File: src/rtl/i2c_rcv_pkg.sv
`timescale 1ns/1ps
package i2c_rcv_pkg;

    typedef enum logic [3:0] {
        ST_IDLE,
        ST_POLL,
        ST_RELEASE,
        ST_CHECK,
        ST_CLK_LO,
        ST_CLK_HI,
        ST_START,
        ST_STOP,
        ST_UNRESET
    } rcv_state_e;

    typedef struct packed {
        logic scl_pull;
        logic sda_pull;
        logic ctrl_hold;
        logic active;
    } bus_drive_t;

    function automatic int unsigned clk_count(input int unsigned us, input int unsigned per_us);
        int unsigned n;
        n = us * per_us;
        return (n == 0) ? 1 : n;
    endfunction

    function automatic int unsigned max3(input int unsigned a, input int unsigned b,
                                         input int unsigned c);
        int unsigned m;
        m = (a > b) ? a : b;
        return (m > c) ? m : c;
    endfunction

    // Line and reset drive for each phase of the sequence.
    function automatic bus_drive_t drive_for(input rcv_state_e st);
        bus_drive_t d;
        d = '0;
        d.active = (st != ST_IDLE);
        case (st)
            ST_RELEASE, ST_CHECK, ST_CLK_HI, ST_STOP: d.ctrl_hold = 1'b1;
            ST_CLK_LO: begin
                d.ctrl_hold = 1'b1;
                d.scl_pull  = 1'b1;
            end
            ST_START: begin
                d.ctrl_hold = 1'b1;
                d.sda_pull  = 1'b1;
            end
            default: ;
        endcase
        return d;
    endfunction

endpackage

File: src/rtl/i2c_rcv_sync.sv
`timescale 1ns/1ps
module i2c_rcv_sync #(
    parameter int WIDTH = 2
) (
    input  logic             clk,
    input  logic             rst,
    input  logic [WIDTH-1:0] d_i,
    output logic [WIDTH-1:0] q_o
);
    generate
        for (genvar b = 0; b < WIDTH; b++) begin : g_bit
            logic [1:0] stage;
            always_ff @(posedge clk) begin
                if (rst) stage <= 2'b11;      // idle bus reads high
                else     stage <= {stage[0], d_i[b]};
            end
            assign q_o[b] = stage[1];
        end
    endgenerate
endmodule

File: src/rtl/i2c_rcv_timer.sv
`timescale 1ns/1ps
module i2c_rcv_timer #(
    parameter int W = 8
) (
    input  logic         clk,
    input  logic         rst,
    input  logic         load_i,
    input  logic [W-1:0] load_val_i,
    output logic         expired_o
);
    logic [W-1:0] cnt;

    // A load of N keeps expired_o low for N-1 cycles, so the phase lasts N cycles.
    always_ff @(posedge clk) begin
        if (rst)                cnt <= '0;
        else if (load_i)        cnt <= load_val_i - W'(1);
        else if (cnt != '0)     cnt <= cnt - W'(1);
    end

    assign expired_o = (cnt == '0);
endmodule

File: src/rtl/i2c_rcv_fsm.sv
`timescale 1ns/1ps
module i2c_rcv_fsm
    import i2c_rcv_pkg::*;
#(
    parameter int unsigned POLL_CLKS   = 50,
    parameter int unsigned PULSE_CLKS  = 10,
    parameter int unsigned HOLD_CLKS   = 100,
    parameter int unsigned SETTLE_CLKS = 4,
    parameter int unsigned POLL_MAX    = 10,
    parameter int unsigned PULSE_MAX   = 10,
    parameter int          TW          = 8
) (
    input  logic          clk,
    input  logic          rst,
    input  logic          start_i,
    input  logic          pending_i,
    input  logic          lines_high_i,
    input  logic          tmr_expired_i,
    output logic          tmr_load_o,
    output logic [TW-1:0] tmr_val_o,
    output bus_drive_t    drive_o,
    output logic          done_o,
    output logic          stuck_o
);
    localparam int PW = $clog2(POLL_MAX + 1);
    localparam int QW = $clog2(PULSE_MAX + 1);

    rcv_state_e    st, nxt;
    logic [PW-1:0] poll_cnt;
    logic [QW-1:0] pulse_cnt;
    logic          poll_inc, pulse_inc, set_stuck, clr_run, fin;

    always_comb begin
        nxt        = st;
        tmr_load_o = 1'b0;
        tmr_val_o  = '0;
        poll_inc   = 1'b0;
        pulse_inc  = 1'b0;
        set_stuck  = 1'b0;
        clr_run    = 1'b0;
        fin        = 1'b0;
        case (st)
            ST_IDLE: if (start_i) begin
                nxt = ST_POLL; tmr_load_o = 1'b1; tmr_val_o = TW'(POLL_CLKS); clr_run = 1'b1;
            end
            ST_POLL: if (tmr_expired_i) begin
                if (!pending_i || poll_cnt == PW'(POLL_MAX - 1)) begin
                    nxt = ST_RELEASE; tmr_load_o = 1'b1; tmr_val_o = TW'(SETTLE_CLKS);
                end else begin
                    poll_inc = 1'b1; tmr_load_o = 1'b1; tmr_val_o = TW'(POLL_CLKS);
                end
            end
            ST_RELEASE: if (tmr_expired_i) nxt = ST_CHECK;
            ST_CHECK: begin
                tmr_load_o = 1'b1;
                if (lines_high_i) begin
                    nxt = ST_START; tmr_val_o = TW'(HOLD_CLKS);
                end else if (pulse_cnt == QW'(PULSE_MAX)) begin
                    set_stuck = 1'b1; nxt = ST_START; tmr_val_o = TW'(HOLD_CLKS);
                end else begin
                    nxt = ST_CLK_LO; tmr_val_o = TW'(PULSE_CLKS);
                end
            end
            ST_CLK_LO: if (tmr_expired_i) begin
                nxt = ST_CLK_HI; tmr_load_o = 1'b1; tmr_val_o = TW'(PULSE_CLKS);
            end
            ST_CLK_HI: if (tmr_expired_i) begin
                nxt = ST_CHECK; pulse_inc = 1'b1;
            end
            ST_START: if (tmr_expired_i) begin
                nxt = ST_STOP; tmr_load_o = 1'b1; tmr_val_o = TW'(HOLD_CLKS);
            end
            ST_STOP: if (tmr_expired_i) begin
                nxt = ST_UNRESET; tmr_load_o = 1'b1; tmr_val_o = TW'(HOLD_CLKS);
            end
            ST_UNRESET: if (tmr_expired_i) begin
                nxt = ST_IDLE; fin = 1'b1;
            end
            default: nxt = ST_IDLE;
        endcase
    end

    always_ff @(posedge clk) begin
        if (rst) begin
            st        <= ST_IDLE;
            poll_cnt  <= '0;
            pulse_cnt <= '0;
            stuck_o   <= 1'b0;
            done_o    <= 1'b0;
        end else begin
            st     <= nxt;
            done_o <= fin;
            if (clr_run) begin
                poll_cnt  <= '0;
                pulse_cnt <= '0;
                stuck_o   <= 1'b0;
            end else begin
                if (poll_inc)  poll_cnt  <= poll_cnt + PW'(1);
                if (pulse_inc) pulse_cnt <= pulse_cnt + QW'(1);
                if (set_stuck) stuck_o   <= 1'b1;
            end
        end
    end

    assign drive_o = drive_for(st);

    // polling never exceeds its bound
    a_r3_poll_bound: assert property (@(posedge clk) disable iff (rst)
        poll_cnt < PW'(POLL_MAX));
    // pulse counter never passes the limit
    a_r7_no_overflow: assert property (@(posedge clk) disable iff (rst)
        pulse_cnt <= QW'(PULSE_MAX));
    // a start from idle raises busy next cycle
    a_r2_busy_rise: assert property (@(posedge clk) disable iff (rst)
        (start_i && !drive_o.active) |=> drive_o.active);
    // done is a lone pulse
    a_r9_done_pulse: assert property (@(posedge clk) disable iff (rst)
        done_o |=> !done_o);
    // done comes with the sequence over and the controller released
    a_r9_done_idle: assert property (@(posedge clk) disable iff (rst)
        done_o |-> (!drive_o.active && !drive_o.ctrl_hold));
endmodule

File: src/rtl/i2c_bus_recovery.sv
`timescale 1ns/1ps
module i2c_bus_recovery
    import i2c_rcv_pkg::*;
#(
    parameter int unsigned CLKS_PER_US = 100,
    parameter int unsigned POLL_US     = 500,
    parameter int unsigned PULSE_US    = 100,
    parameter int unsigned HOLD_US     = 1000,
    parameter int unsigned POLL_MAX    = 10,
    parameter int unsigned PULSE_MAX   = 10
) (
    input  logic clk,
    input  logic rst,
    input  logic start_i,
    input  logic pending_i,
    input  logic scl_i,
    input  logic sda_i,
    output logic scl_oe_o,
    output logic sda_oe_o,
    output logic ctrl_srst_o,
    output logic busy_o,
    output logic done_o,
    output logic stuck_o
);
    localparam int unsigned POLL_CLKS   = clk_count(POLL_US, CLKS_PER_US);
    localparam int unsigned PULSE_CLKS  = clk_count(PULSE_US, CLKS_PER_US);
    localparam int unsigned HOLD_CLKS   = clk_count(HOLD_US, CLKS_PER_US);
    localparam int unsigned SETTLE_CLKS = 4;   // covers the two synchronizer stages
    localparam int unsigned MAX_CLKS    = max3(POLL_CLKS, PULSE_CLKS, HOLD_CLKS);
    localparam int          TW          = $clog2(MAX_CLKS + 1);

    logic [1:0]    line_q;
    logic          tmr_load, tmr_expired;
    logic [TW-1:0] tmr_val;
    bus_drive_t    drv;

    i2c_rcv_sync #(.WIDTH(2)) u_sync (
        .clk (clk), .rst (rst), .d_i ({scl_i, sda_i}), .q_o (line_q)
    );

    i2c_rcv_timer #(.W(TW)) u_timer (
        .clk (clk), .rst (rst), .load_i (tmr_load), .load_val_i (tmr_val),
        .expired_o (tmr_expired)
    );

    i2c_rcv_fsm #(
        .POLL_CLKS (POLL_CLKS), .PULSE_CLKS (PULSE_CLKS), .HOLD_CLKS (HOLD_CLKS),
        .SETTLE_CLKS (SETTLE_CLKS), .POLL_MAX (POLL_MAX), .PULSE_MAX (PULSE_MAX),
        .TW (TW)
    ) u_fsm (
        .clk (clk), .rst (rst), .start_i (start_i), .pending_i (pending_i),
        .lines_high_i (&line_q), .tmr_expired_i (tmr_expired),
        .tmr_load_o (tmr_load), .tmr_val_o (tmr_val), .drive_o (drv),
        .done_o (done_o), .stuck_o (stuck_o)
    );

    assign scl_oe_o    = drv.scl_pull;
    assign sda_oe_o    = drv.sda_pull;
    assign ctrl_srst_o = drv.ctrl_hold;
    assign busy_o      = drv.active;

    // any line activity happens under soft reset
    a_r4_srst_covers_lines: assert property (@(posedge clk) disable iff (rst)
        (scl_oe_o || sda_oe_o) |-> ctrl_srst_o);
    // soft reset drops only with both lines released
    a_r4_release_on_unreset: assert property (@(posedge clk) disable iff (rst)
        $fell(ctrl_srst_o) |-> (!scl_oe_o && !sda_oe_o));
endmodule

File: config.mk
export PLATFORM = sky130hd
export DESIGN_NAME = i2c_bus_recovery
export DESIGN_NICKNAME = d
export VERILOG_FILES = /design/src/rtl/i2c_rcv_pkg.sv /design/src/rtl/i2c_rcv_sync.sv /design/src/rtl/i2c_rcv_timer.sv /design/src/rtl/i2c_rcv_fsm.sv /design/src/rtl/i2c_bus_recovery.sv
export SDC_FILE = /design/constraint.sdc
export NUM_CORES = 1
export LEC_CHECK = 0
export ABC_AREA = 1
export BUFFER_PORTS_ARGS = -buffer_cell sky130_fd_sc_hd__buf_4
export CAP_MARGIN = 10
export CORE_ASPECT_RATIO = 2
export CORE_MARGIN = 1.5
export CORE_UTILIZATION = 45
export CTS_BUF_LIST = sky130_fd_sc_hd__clkbuf_8
export CTS_CLUSTER_DIAMETER = 100
export CTS_CLUSTER_SIZE = 12
export DETAILED_ROUTE_END_ITERATION = 7
export PLACE_DENSITY = 0.65
export SLEW_MARGIN = 5
export SYNTH_ARGS = -nofsm -noshare
export SYNTH_HDL_FRONTEND = slang
export SYNTH_HIERARCHICAL = 1
export SYNTH_SLANG_ARGS = --single-unit
File: constraint.sdc
create_clock -name clk -period 3.3 [get_ports clk]
set_input_delay 0.33 -clock clk [delete_from_list [all_inputs] [get_ports clk]]
set_output_delay 0.33 -clock clk [all_outputs]
set_load 0.1 [all_outputs]
==> flow_metrics.env <==
export IMPL_status="finished clean"
export IMPL_fp_dieH_um=105
export IMPL_cp_start_kind="flop"
export IMPL_dieWidth_um=54.0
export IMPL_final_period_utilization=0.841
export IMPL_avgSynthCellArea_sq_um=6.53
export IMPL_rows=37
export IMPL_crit_fanout=13
export IMPL_vias_per_cell=5.10
export IMPL_worstSetupPathType="flop to flop"
export IMPL_route_detailed_drc=0
export IMPL_clock_skew_final_ns=0.00670
export IMPL_mostFrequentLayoutCell="nand2_1"
export IMPL_path_cells="or2_2, nor2_1, nand3_1, inv_1, nand3_1, nand2_1, inv_1, nand3_2, nand2_1, o21ai_1, ha_1, inv_1, a21oi_1, nand3_1, nor2_1, nor2_1, a21oi_1"
export IMPL_worstPathArrival_ns=3.00
export IMPL_final_area_sq_um=2480
export IMPL_leakagePower_nw=1.19
export IMPL_place_area_sq_um=2390
export IMPL_start_util=0.459
export IMPL_synthCells=358
export IMPL_fin_crit_ns=2.78
export IMPL_hpwl_um=4530
export IMPL_rsz0062_at_grt="false"
export IMPL_peakVddDrop_mv=0.663
export IMPL_drt_antenna_violating_nets=0
export IMPL_syn_to_final_growth_pct=6.10
export IMPL_clock_sinks=35
export IMPL_slowest_delay_ns=0.31
export IMPL_clockBufferDepth=2
export IMPL_clkTransAtPathRegs_ns=0.07
export IMPL_cts_tree="done"
export IMPL_nNetsFinal=376
export IMPL_insertedDiodeCount=0
export IMPL_cts_buffers=5
export IMPL_clockRootBuffer="clkbuf_8"
export IMPL_endpoint_kind="flop"
export IMPL_route_vias_total=2162
export IMPL_ys_seq_area_frac=0.300
export IMPL_numPortBuffers=11
export IMPL_ys_types=33
export IMPL_critPathSlowestCell="dfxtp_1"
export IMPL_gr_total_overflow=0
export IMPL_maxSlewViolCount=0
export IMPL_drt_iter0_markers=45
export IMPL_grt_max_degree=15
export IMPL_wl_per_cell_um=13.2
export IMPL_fmax_mhz=360
export IMPL_powerDensity_nw_per_um2=1030
export IMPL_routed_wirelength_um=5580
export IMPL_drive_above_1_share=0.189
export IMPL_antenna_found_initial=0
export IMPL_first_pass_iters=4
export IMPL_critPathBufInv=3
export IMPL_grt_pass1_vias=2153
export IMPL_ys_seq_elements=35
export IMPL_clkLatencyLatePin_ns=0.29
export IMPL_grt_pass1_wl_um=9220
export IMPL_final_cell_mix="nand2_1 (91), nor2_1 (42), inv_1 (39)"
export IMPL_ioPinCount=12
export IMPL_place_gp_congestion=0.909
export IMPL_setup_violations_final=0
export IMPL_syn_area_sq_um=2340
export IMPL_cp_top_family="simple AND/OR/NAND/NOR gates"
export IMPL_max_cap_violations=0
export IMPL_htreeDepth=2
export IMPL_yosysWarnings=6
export IMPL_core_region_area_sq_um=5090
export IMPL_grt_use_total=0.224
export IMPL_setup_tns_final_ns=0
export IMPL_finalHoldViolCount=0
export IMPL_dieArea_sq_um=5660
export IMPL_min_path_type="input pin to flop"
export IMPL_required_ns=3.52
## metal layers
layer  vias to the layer above  track usage  wire length, um
li1                       1119            -                -
met1                       970        0.202             1950
met2                        47        0.408             3130
met3                        26       0.0329              140
met4                         0        0.166              361
met5                         -            0                0
## power breakdown
group / internal (W) / total, W / switching (W)
Combinational: 0.000517 / 0.00170 / 0.00118
Sequential: 0.000504 / 0.000563 / 0.0000598
Clock: 0.000142 / 0.000292 / 0.000150
## final timing paths
| check | to | cells after the start | start | slack [ns] |
|---|---|---|---|---|
| max | u_timer/cnt[10] | 17 | u_timer/cnt[5] | 0.52 |
| max reg2reg | u_timer/cnt[10] | 17 | u_timer/cnt[5] | 0.52 |
| min reg2reg | u_sync/g_bit[1].stage[1] | 2 | u_sync/g_bit[1].stage[0] | 0.41 |
| min | u_sync/g_bit[1].stage[0] | 3 | scl_i | 0.22 |
## registers in the layout, indices dropped and copies added (netlist names)
signal / count
u_fsm/pulse_cnt: 4
u_timer/cnt: 17
u_fsm/st: 4
u_fsm/done_o: 1
u_fsm/stuck_o: 1
u_fsm/poll_cnt: 4
u_sync/g_bit.stage: 4
## logic make-up (layout without fill, tap and decap cells)
group,count (synthesis),after routing,share of synthesized area
xor gates and xnor gates,5,5,0.0187
adders and majority gates,5,5,0.0268
DFF,35,35,0.300
and+or+nand+nor,210,210,0.440
buffers and inverters,64,68,0.129
other,1,5,0.00160
AOI/OAI and AO/OA,38,38,0.0840
## metrics by stage
step                cells  total power [W]  hold WS (ns)   util  setup WS, ns
detailed placement    416          0.00226         0.401  0.470         0.420
floorplan             362          0.00197         0.387      -         0.274
global placement      416          0.00225         0.389  0.470         0.450
finish                424          0.00255         0.221  0.487         0.524
CTS                   424          0.00256         0.214  0.486         0.393
global route          424          0.00278         0.217  0.487         0.175
## worst register-to-register path, delay by kind of cell (launching register included)
kind / cells / cell delay [ns]
compound gates: 3 / 0.49
fa+ha+maj: 1 / 0.27
buf+inv: 3 / 0.29
flops: 1 / 0.31
simple gates: 10 / 1.34
## layout make-up
| cell class | count | area [sq um] |
|---|---|---|
| fillers | 553 | 2610 |
| multi-input cells | 263 | 1360 |
| clock buffers | 5 | 68.8 |
| well taps | 58 | 72.6 |
| repair buffers | 12 | 90.1 |
| flip-flops and latches | 35 | 701 |
| inverters | 48 | 180 |
| clock inverters | 3 | 12.5 |
## cell usage after synthesis (all sizes together)
cell	instances	area, sq um
a21oi	19	95.1
buf	15	118
dfxtp	35	701
and2	1	6.26
clkinv	1	3.75
nor3	6	35.0
xor2	2	17.5
a211oi	1	7.51
nand2	106	450
nand3	31	178
xnor2	3	26.3
or2	3	18.8
o21ai	18	93.8
clkbuf	1	3.75
inv	47	176
conb	1	3.75
nand4	1	6.26
ha	5	62.6
nor2	59	313
nand3b	3	22.5
## repair_timing
action                                  in CTS  in global routing
setup buffers                                0                  0
hold buffers                                 0                  0
resized for setup                            0                  1
endpoints found under the setup margin       0                  1
Note: power is estimated with default switching activity, not from simulation.
